File: src/rtl/tcc_pkg.sv
// Shared constants, action encoding and helpers for the timer/counter block.
package tcc_pkg;
    localparam int NTAP = 5;                     // internal divider taps
    localparam int NEXT = 3;                     // external clock pins
    localparam int NSRC = NTAP + NEXT;           // total clock sources
    localparam int SELW = $clog2(NSRC);          // clock select width

    typedef enum logic [1:0] {
        ACT_NONE = 2'd0,
        ACT_SET  = 2'd1,
        ACT_CLR  = 2'd2,
        ACT_TGL  = 2'd3
    } act_e;

    // log2 of the divisor for internal tap k: 2, 8, 32, 128, 1024
    function automatic int tap_shift(input int k);
        case (k)
            0:       return 1;
            1:       return 3;
            2:       return 5;
            3:       return 7;
            default: return 10;
        endcase
    endfunction

    // New level of an output line after applying an action code
    function automatic logic apply_act(input logic cur, input logic [1:0] a);
        case (act_e'(a))
            ACT_SET: return 1'b1;
            ACT_CLR: return 1'b0;
            ACT_TGL: return ~cur;
            default: return cur;
        endcase
    endfunction
endpackage

File: src/rtl/tcc_prescale.sv
// Free-running master-clock prescaler. Produces one single-cycle enable per
// internal tap; tap k pulses once every 2**tap_shift(k) cycles.
// Assumes PW >= the largest tap shift.
module tcc_prescale import tcc_pkg::*; #(
    parameter int PW = 10
) (
    input  logic            clk,
    input  logic            rst_n,
    output logic [NTAP-1:0] tap_tick
);
    logic [PW-1:0] pre;

    // free-running divider count
    always_ff @(posedge clk) begin
        if (!rst_n) pre <= '0;
        else        pre <= pre + 1'b1;
    end

    for (genvar k = 0; k < NTAP; k++) begin : g_tap
        localparam int SH = tap_shift(k);
        assign tap_tick[k] = &pre[SH-1:0];
    end
endmodule

File: src/rtl/tcc_edge_sync.sv
// Two-stage synchronizer plus rising-edge detector for asynchronous clock
// pins. rise[n] is a one-cycle pulse two edges after pin[n] is first sampled high.
module tcc_edge_sync #(
    parameter int N = 3
) (
    input  logic         clk,
    input  logic         rst_n,
    input  logic [N-1:0] pin,
    output logic [N-1:0] rise
);
    logic [N-1:0] s1, s2, s3;

    // synchronizer chain and previous-value stage
    always_ff @(posedge clk) begin
        if (!rst_n) begin
            s1 <= '0; s2 <= '0; s3 <= '0;
        end else begin
            s1 <= pin; s2 <= s1; s3 <= s2;
        end
    end

    assign rise = s2 & ~s3;
endmodule

File: src/rtl/tcc_channel.sv
// One timer/counter channel: counter with restart, capture of the count on
// edges of input line A, and compare-driven output lines in waveform mode.
// Assumes line_in is synchronous to clk and cmp_c >= 1 in up/down mode.
module tcc_channel import tcc_pkg::*; #(
    parameter int W = 16
) (
    input  logic         clk,
    input  logic         rst_n,
    input  logic         tick,
    input  logic         restart,
    input  logic         wave,
    input  logic         updown,
    input  logic [1:0]   cap_edge,
    input  logic [W-1:0] ra,
    input  logic [W-1:0] rb,
    input  logic [W-1:0] rc,
    input  logic [1:0]   act_am,
    input  logic [1:0]   act_bm,
    input  logic [1:0]   act_ca,
    input  logic [1:0]   act_cb,
    input  logic         line_in,
    input  logic         rd_a,
    input  logic         rd_b,
    input  logic         flag_clr,
    output logic [W-1:0] cnt,
    output logic [W-1:0] cap_a,
    output logic [W-1:0] cap_b,
    output logic         a_full,
    output logic         b_full,
    output logic         ovr,
    output logic         ovf,
    output logic         out_a,
    output logic         out_b
);
    localparam logic [W-1:0] MAXV = {W{1'b1}};

    logic         running, dir_up, dir_nxt, sel_b, lin_q;
    logic [W-1:0] cnt_nxt;
    logic         go, ovf_set, hit, cap_ev, ovr_set;
    logic         oa_nxt, ob_nxt;

    assign go = running & tick & ~restart;

    // next count and direction for the active mode
    always_comb begin
        cnt_nxt = cnt + 1'b1;
        dir_nxt = dir_up;
        if (wave) begin
            if (!updown) begin
                if (cnt == rc) cnt_nxt = '0;
            end else if (dir_up) begin
                if (cnt >= rc) begin
                    cnt_nxt = cnt - 1'b1;
                    dir_nxt = 1'b0;
                end
            end else begin
                if (cnt == '0) dir_nxt = 1'b1;
                else           cnt_nxt = cnt - 1'b1;
            end
        end
    end

    assign ovf_set = go && (cnt == MAXV) && (cnt_nxt == '0);

    // counter, direction and run state
    always_ff @(posedge clk) begin
        if (!rst_n) begin
            cnt <= '0; dir_up <= 1'b1; running <= 1'b0;
        end else if (restart) begin
            cnt <= '0; dir_up <= 1'b1; running <= 1'b1;
        end else if (go) begin
            cnt <= cnt_nxt; dir_up <= dir_nxt;
        end
    end

    // sticky overflow flag, set wins over clear
    always_ff @(posedge clk) begin
        if (!rst_n) ovf <= 1'b0;
        else        ovf <= ovf_set | (ovf & ~flag_clr);
    end

    // compare actions; a non-zero C action takes precedence
    always_comb begin
        oa_nxt = out_a;
        ob_nxt = out_b;
        if (go) begin
            if (cnt == rc && act_ca != 2'd0) oa_nxt = apply_act(out_a, act_ca);
            else if (cnt == ra)              oa_nxt = apply_act(out_a, act_am);
            if (cnt == rc && act_cb != 2'd0) ob_nxt = apply_act(out_b, act_cb);
            else if (cnt == rb)              ob_nxt = apply_act(out_b, act_bm);
        end
    end

    // output lines, held low outside waveform mode
    always_ff @(posedge clk) begin
        if (!rst_n || !wave) begin
            out_a <= 1'b0; out_b <= 1'b0;
        end else begin
            out_a <= oa_nxt; out_b <= ob_nxt;
        end
    end

    // capture edge selection on line A
    always_comb begin
        case (cap_edge)
            2'd0:    hit = line_in & ~lin_q;
            2'd1:    hit = ~line_in & lin_q;
            default: hit = line_in ^ lin_q;
        endcase
    end

    assign cap_ev  = ~wave & hit;
    assign ovr_set = cap_ev & (sel_b ? b_full : a_full);

    // capture registers, alternation and full flags
    always_ff @(posedge clk) begin
        if (!rst_n) begin
            lin_q <= 1'b0; sel_b <= 1'b0;
            cap_a <= '0; cap_b <= '0;
            a_full <= 1'b0; b_full <= 1'b0; ovr <= 1'b0;
        end else begin
            lin_q <= line_in;
            ovr   <= ovr_set | (ovr & ~flag_clr);
            if (rd_a) a_full <= 1'b0;
            if (rd_b) b_full <= 1'b0;
            if (restart) begin
                sel_b <= 1'b0;
            end else if (cap_ev) begin
                sel_b <= ~sel_b;
                if (sel_b) begin cap_b <= cnt; b_full <= 1'b1; end
                else       begin cap_a <= cnt; a_full <= 1'b1; end
            end
        end
    end
endmodule

File: src/rtl/tcc_block.sv
// Three-channel timer/counter wrapper: shared prescaler and external-clock
// synchronizer, per-channel clock source mux, block-wide restart pulse.
// Assumes all control inputs are synchronous to clk except ext_clk.
module tcc_block import tcc_pkg::*; #(
    parameter int NCH = 3,
    parameter int W   = 16
) (
    input  logic                      clk,
    input  logic                      rst_n,
    input  logic [NEXT-1:0]           ext_clk,
    input  logic                      glb_sync,
    input  logic [NCH-1:0]            trig,
    input  logic [NCH-1:0][SELW-1:0]  sel_clk,
    input  logic [NCH-1:0]            wave_mode,
    input  logic [NCH-1:0]            updown,
    input  logic [NCH-1:0][1:0]       cap_edge,
    input  logic [NCH-1:0][W-1:0]     cmp_a,
    input  logic [NCH-1:0][W-1:0]     cmp_b,
    input  logic [NCH-1:0][W-1:0]     cmp_c,
    input  logic [NCH-1:0][1:0]       act_am,
    input  logic [NCH-1:0][1:0]       act_bm,
    input  logic [NCH-1:0][1:0]       act_ca,
    input  logic [NCH-1:0][1:0]       act_cb,
    input  logic [NCH-1:0]            line_a_in,
    input  logic [NCH-1:0]            rd_a,
    input  logic [NCH-1:0]            rd_b,
    input  logic [NCH-1:0]            flag_clr,
    output logic [NCH-1:0][W-1:0]     count,
    output logic [NCH-1:0][W-1:0]     cap_ra,
    output logic [NCH-1:0][W-1:0]     cap_rb,
    output logic [NCH-1:0]            ra_full,
    output logic [NCH-1:0]            rb_full,
    output logic [NCH-1:0]            ovr,
    output logic [NCH-1:0]            ovf,
    output logic [NCH-1:0]            line_a_out,
    output logic [NCH-1:0]            line_b_out
);
    localparam int PW = tap_shift(NTAP - 1);

    logic [NTAP-1:0] tap_tick;
    logic [NEXT-1:0] ext_rise;
    logic [NSRC-1:0] src;

    tcc_prescale #(.PW(PW)) u_pre (
        .clk(clk), .rst_n(rst_n), .tap_tick(tap_tick)
    );

    tcc_edge_sync #(.N(NEXT)) u_ext (
        .clk(clk), .rst_n(rst_n), .pin(ext_clk), .rise(ext_rise)
    );

    assign src = {ext_rise, tap_tick};

    for (genvar i = 0; i < NCH; i++) begin : g_ch
        logic tick_i;
        assign tick_i = src[sel_clk[i]];

        tcc_channel #(.W(W)) u_ch (
            .clk(clk), .rst_n(rst_n), .tick(tick_i),
            .restart(trig[i] | glb_sync),
            .wave(wave_mode[i]), .updown(updown[i]), .cap_edge(cap_edge[i]),
            .ra(cmp_a[i]), .rb(cmp_b[i]), .rc(cmp_c[i]),
            .act_am(act_am[i]), .act_bm(act_bm[i]),
            .act_ca(act_ca[i]), .act_cb(act_cb[i]),
            .line_in(line_a_in[i]), .rd_a(rd_a[i]), .rd_b(rd_b[i]),
            .flag_clr(flag_clr[i]),
            .cnt(count[i]), .cap_a(cap_ra[i]), .cap_b(cap_rb[i]),
            .a_full(ra_full[i]), .b_full(rb_full[i]),
            .ovr(ovr[i]), .ovf(ovf[i]),
            .out_a(line_a_out[i]), .out_b(line_b_out[i])
        );
    end
endmodule

File: config.mk
export PLATFORM = sky130hd
export DESIGN_NAME = tcc_block
export DESIGN_NICKNAME = d
export VERILOG_FILES = /design/src/rtl/tcc_pkg.sv /design/src/rtl/tcc_prescale.sv /design/src/rtl/tcc_edge_sync.sv /design/src/rtl/tcc_channel.sv /design/src/rtl/tcc_block.sv
export SDC_FILE = /design/constraint.sdc
export NUM_CORES = 1
export LEC_CHECK = 0
export ABC_AREA = 1
export ABC_CLOCK_PERIOD_IN_PS = 3800
export BUFFER_PORTS_ARGS = -buffer_cell sky130_fd_sc_hd__buf_4
export CELL_PAD_IN_SITES_DETAIL_PLACEMENT = 1
export CELL_PAD_IN_SITES_GLOBAL_PLACEMENT = 2
export CORE_MARGIN = 3
export CORE_UTILIZATION = 31
export DETAILED_ROUTE_END_ITERATION = 8
export GPL_ROUTABILITY_DRIVEN = 1
export GPL_TIMING_DRIVEN = 1
export PLACE_DENSITY_LB_ADDON = 0.2
export SYNTH_ARGS = -nofsm -noshare
export SYNTH_HDL_FRONTEND = slang
export SYNTH_SLANG_ARGS = --single-unit
File: constraint.sdc
create_clock -name clk -period 3.8 [get_ports clk]
set_clock_uncertainty 0.15 [all_clocks]
set_input_delay 0.76 -clock clk [delete_from_list [all_inputs] [get_ports clk]]
set_output_delay 0.76 -clock clk [all_outputs]
set_load 0.01 [all_outputs]
# Yosys cells after proc, flatten, opt, wreduce, memory -nomap -nowiden

Index checks and enable logic that the tools add are counted.

Output and inout bits: 162
Logic and storage cells: 331
Register bits after elaboration: 193

Eq/ne operators: 57
Add/subtract/negate cells: 7
Bitwise logic cells: 63
Multiplexer cells: 87
Magnitude comparators: 6
Reductions and logical operators: 68

Operator list:

| kind                    | number |
|---|---|
| $mux W16                | 18 |
| $eq A16 B16 Y1          | 9 |
| $logic_not A16 Y1       | 6 |
| $mux W1                 | 51 |
| $add A16 B1 Y16 const B | 3 |
| $eq A16 B16 Y1 const B  | 3 |
| $eq A2 B2 Y1 const B    | 24 |
| $ge A16 B16 Y1          | 3 |
| $sub A16 B1 Y16 const B | 3 |
| $pmux W1 S3             | 12 |
| $eq A2 B1 Y1 const B    | 15 |
| $reduce_and A3 Y1       | 10 |
| $not A1 Y1              | 25 |
| $and A1 B1 Y1           | 24 |
| $ne A4 B4 Y1 const B    | 6 |
| $reduce_and A4 Y1       | 6 |
| $reduce_bool A2 Y1      | 12 |
| $reduce_bool A4 Y1      | 6 |
| $logic_and A1 B1 Y1     | 12 |
| $lt A3 B4 Y1 const B    | 3 |
| $add A10 B1 Y10 const B | 1 |
| $reduce_and A10 Y1      | 1 |
| $bmux W1 S3             | 3 |
| $or A1 B1 Y1            | 9 |
| other kinds (10)        | 23 |

# Longest topological paths before layout

Word-level depth: 9
Gate-level depth with buffers: 22

# Modules after synthesis

From an unflattened synthesis, not the netlist that was laid out.

Cell total of the unflattened synthesis: 2130
Area, all modules: 14061.0 um2

By module, submodules not included:

| module                     | cells an instance | instances | area an instance (um2) | seq. area each (um2) |
|---|---|---|---|---|
| tcc_channel (g_ch[1].u_ch) | 659               | 1         | 4357.9                 | 1161.1 |
| tcc_channel (g_ch[2].u_ch) | 660               | 1         | 4351.7                 | 1161.1 |
| tcc_channel (g_ch[0].u_ch) | 642               | 1         | 4315.4                 | 1161.1 |
| tcc_prescale               | 64                | 1         | 465.4                  | 200.2 |
| tcc_block                  | 71                | 1         | 289.0                  | 0.0 |
| tcc_edge_sync              | 34                | 1         | 281.5                  | 180.2 |

# Worst setup path before layout

OpenSTA, ideal clock, no wires.

Kind: input to register
Start: in cmp_c[47] in the netlist's numbering
End: reg g_ch[2].u_ch.cnt[14]
Setup slack: 1.211 ns
Data required time: 3.528 ns
Data arrival time: 2.317 ns
Setup time: 0.122 ns
Stages on the path: 14
Path through: inv_1 ha_1 nand2_1 inv_1 nand3_1 or2_1 nor2_1 nor3_1 nand2_2 nand3_1 buf_2 o21a_1 o21ai_0 a21oi_1

Longest elaborated chain between the ends: 5
Elaborated cells between the ends (all ways): 7
Those cells by class: 1 x order compare; 1 x eq/ne; 5 x mux

RTL lines:

| what                 | line              | text |
|---|---|---|
| from (decl)          | tcc_block.sv:19   | `input logic [NCH-1:0][W-1:0] cmp_c,` |
| $ge A16 B16 Y1       | tcc_channel.sv:52 | `if (cnt >= rc) begin` |
| $mux W16             | tcc_channel.sv:52 |  |
| $mux W16             | tcc_channel.sv:51 | `end else if (dir_up) begin` |
| $mux W16 *           | tcc_channel.sv:49 | `if (!updown) begin` |
| $mux W16 *           | tcc_channel.sv:48 | `if (wave) begin` |
| to (signal assigned) | tcc_channel.sv:72 | `cnt <= cnt_nxt; dir_up <= dir_nxt;` |
| to (decl)            | tcc_channel.sv:25 | `output logic [W-1:0] cnt,` |

Mark *: on every way between the ends. The rest lies on a longest branch, timed or not.
A chain may end at the register's enable or synchronous reset.

# Worst setup path in the final report

Start: reg g_ch[0].u_ch.cnt[12]
End: reg g_ch[0].u_ch.cnt[11]

Longest elaborated chain between the ends: 5
Elaborated cells between the ends (all ways): 9
Those cells by class: 1 x order compare; 1 x eq/ne; 6 x mux; 1 x reduce/logical

RTL lines:

| what                                                | line |
|---|---|
| from (decl)                                         | tcc_channel.sv:25 |
| from (signal assigned)                              | tcc_channel.sv:72 |
| $ge A16 B16 Y1 or $logic_not A16 Y1 (tied branches) | tcc_channel.sv:52, tcc_channel.sv:57 |
| $mux W16 (on tied branches)                         | tcc_channel.sv:52, tcc_channel.sv:57 |
| $mux W16                                            | tcc_channel.sv:51 |
| $mux W16 *                                          | tcc_channel.sv:49 |
| $mux W16 *                                          | tcc_channel.sv:48 |

Marks and branches as above.

==> flow_summary.ini <==
[floorplanning]
rows = 76
die-area_um2 = 46670
io_pins = 372
die_x_um = 216.0
fp.dieH_um = 216.0
core_um2 = 43360
start_util_pct = 31.54

[place]
port_buffers = 371
gp_congestion = 0.9005
dp_hpwl_um = 46320
placed_area_um2 = 17050
dp_worst_setup_slack_ns = 0.4207

[sta]
fmax_mhz = 331.8
fin_ws_ns = 0.7863
tightest_slew_ns = 0.8087
finalCritPeriodShare_pct = 79.31
rsz0062_at_grt = no
hold_viol = 0
period_needed_ns = 3.014
finalSetupTns_ns = 0
setup_viol = 0
slew_headroom_pct = 45.52
slew_viol_final = 0

[logic_synthesis]
netlist_area_um2 = 13680
syn_inst = 2021
syn_area_per_cell_um2 = 6.767
synth-edff-count = 0
synth.distinct_cells = 59
ys_seq_area_share_pct = 28.25
synth_top_cell_by_area = dfxtp_1
ys_warn_count = 0
synthFlopType = dfxtp_1
syn_nets = 2321
synth_seq_cells = 193
yosys-top-cells-area = dfxtp_1, nand2_1, ha_1, a21oi_1, inv_1
yosys.area.top_type_share_pct = 28.25
async_flop_share_pct = 0

[global_route]
met3_usage_pct = 4.548
grt_use_met1_pct = 32.46
antenna_found_initial = 0
overflow = 0
grt_max_degree = 41
first_global_vias = 15280
grt_usage_pct = 24.85
grt-busiest-layer = met2
grt_pass1_wl_um = 90250
grt_use_met2_pct = 41.47

[cts]
cts_root_buf = clkbuf_16
path_clk_slew_ns = 0.08
cts_made_buffers = 17
cts-resized-gates = 0
cts_tree = yes
clkLatencyLatePin_ns = 0.47
clock_sinks = 193
cts_setup_buffers = 0
holdBufCountCts = 0
clock_path_buffers = 2
htreeDepth = 4

[flow_run]
max-cap-violations = 0

[drt]
drt-vias-per-instance = 4.959
num_vias = 14690
wl_per_cell_um = 19.85
firstDrtPassIters = 4
drtAntennaViolNets = 0
drt_iter0_drc = 616
drcViolationCount = 0
totalWireLength_um = 58790

[power]
vdd_drop_max_mv = 0.2840
power_mw = 4.496
p_per_area_nw_per_um2 = 255.2
leakage_nw = 8.690

[finish]
regArea_um2 = 3864
antenna_cells = 0
final_util_pct = 40.63
fin_area_um2 = 17620
mostFrequentLayoutCells = buf_4, nand2_1, inv_1, nor2_1, a21oi_1
multi_input_area_um2 = 8173
drive_gt1_share_pct = 23.10
fin_nets = 2664
final_common_cell = buf_4
num-fill-cells = 5637
area_growth_pct = 28.84

[setup_path]
critical-path-max-stage-delay_ns = 0.66
required_ns = 3.97
critPathCaptureType = register
path_class = register to register
cp_data_arrival_time_ns = 3.19
path_cells = ha_1 > nand2_1 > nor2_2 > a21boi_0 > nor2_1 > nand2_4 > nand3_4 > nand2_1 > inv_1 > nor2_1 > nor2_1 > a211oi_1
path_max_fanout = 10
setup.worst_path.start_class = register
crit_slowest_cell = dfxtp_1
cp_common_cell = nor2_1

[min_path]
min_path_type = register to register

[status]
outcome = complete, no violations
power breakdown:
part | internal (mW) | total [mW] | leakage, nW | switching (mW)
Sequential | 2.04 | 2.05 | 1.56 | 0.0115
Combinational | 0.276 | 0.611 | 6.86 | 0.335
Clock | 0.909 | 1.84 | 0.275 | 0.928
kinds of logic after synthesis:
| group | share of synthesized area, % |
|---|---|
| buf+inv | 11.99 |
| flops | 28.25 |
| fa+ha+maj | 8.234 |
| mux | 0.2287 |
| simple gates | 28.39 |
| xor+xnor | 8.902 |
| compound gates | 14.01 |
through the flow:
stage,cells,hold slack [ns]
3_5_place_dp,2930,0.2541
4_1_cts,2962,0.2724
2_1_floorplan,2021,0.2405
6_report,2962,0.2667
3_3_place_gp,2930,0.2497
5_1_grt,2962,0.2864
cell usage after synthesis, types with 12 or more instances:
cell      instances
nand2_1         341
inv_1           250
ha_1             90
nand4_1          28
a21oi_1         201
buf_4            28
nor2_1          238
nand3_1         151
xor2_1           82
inv_2            15
nor3_1           20
o211ai_1         12
buf_2            31
o21ai_0          92
or2_2            16
dfxtp_1         193
xnor2_1          57
clkbuf_1         37
sequential cells by signal, summed over array words and instances (netlist names), 10 cells and up:
name,count
u_pre.pre,10
g_ch.u_ch.cnt,48
g_ch.u_ch.cap_b,48
g_ch.u_ch.cap_a,48
final cells by class:
cell class              instances  share of cell area [%]
multi-input cells            1446                   46.39
flip-flops and latches        193                   21.93
repair buffers                433                   18.45
inverters                     273                   5.859
well taps                     585                   4.154
clock buffers                  21                   2.670
clock inverters                11                  0.5539
worst max-delay path: cells and delay by family (launching register included):
kind | cells | cell delay (ns)
AO/OA/AOI/OAI | 2 | 0.82
flip-flops | 1 | 0.66
AND/OR/NAND/NOR | 8 | 0.98
adder cells (fa/ha/maj) | 1 | 0.20
buffers and inverters | 1 | 0.04
metal layers:
metal / part of all wire [%] / routed length, um / vias up
met5: 0 / 0 / -
li1: - / - / 7168
met4: 2.9 / 1687 / 0
met3: 4.9 / 2854 / 68
met1: 46 / 26880 / 7086
met2: 47 / 27370 / 366
final timing paths:
kind,cells after the start,end,startpoint,slack [ns]
worst max-delay path,12,g_ch[0].u_ch.cnt[11]$_SDFFE_PP0P_,g_ch[0].u_ch.cnt[12]$_SDFFE_PP0P_,0.79
worst min-delay path,2,u_ext.s2[2]$_SDFF_PN0_,u_ext.s1[2]$_SDFF_PN0_,0.27
worst max register to register,12,g_ch[0].u_ch.cnt[11]$_SDFFE_PP0P_,g_ch[0].u_ch.cnt[12]$_SDFFE_PP0P_,0.79
worst min register to register,2,u_ext.s2[2]$_SDFF_PN0_,u_ext.s1[2]$_SDFF_PN0_,0.27
Note: power is estimated with default switching activity, not from simulation.
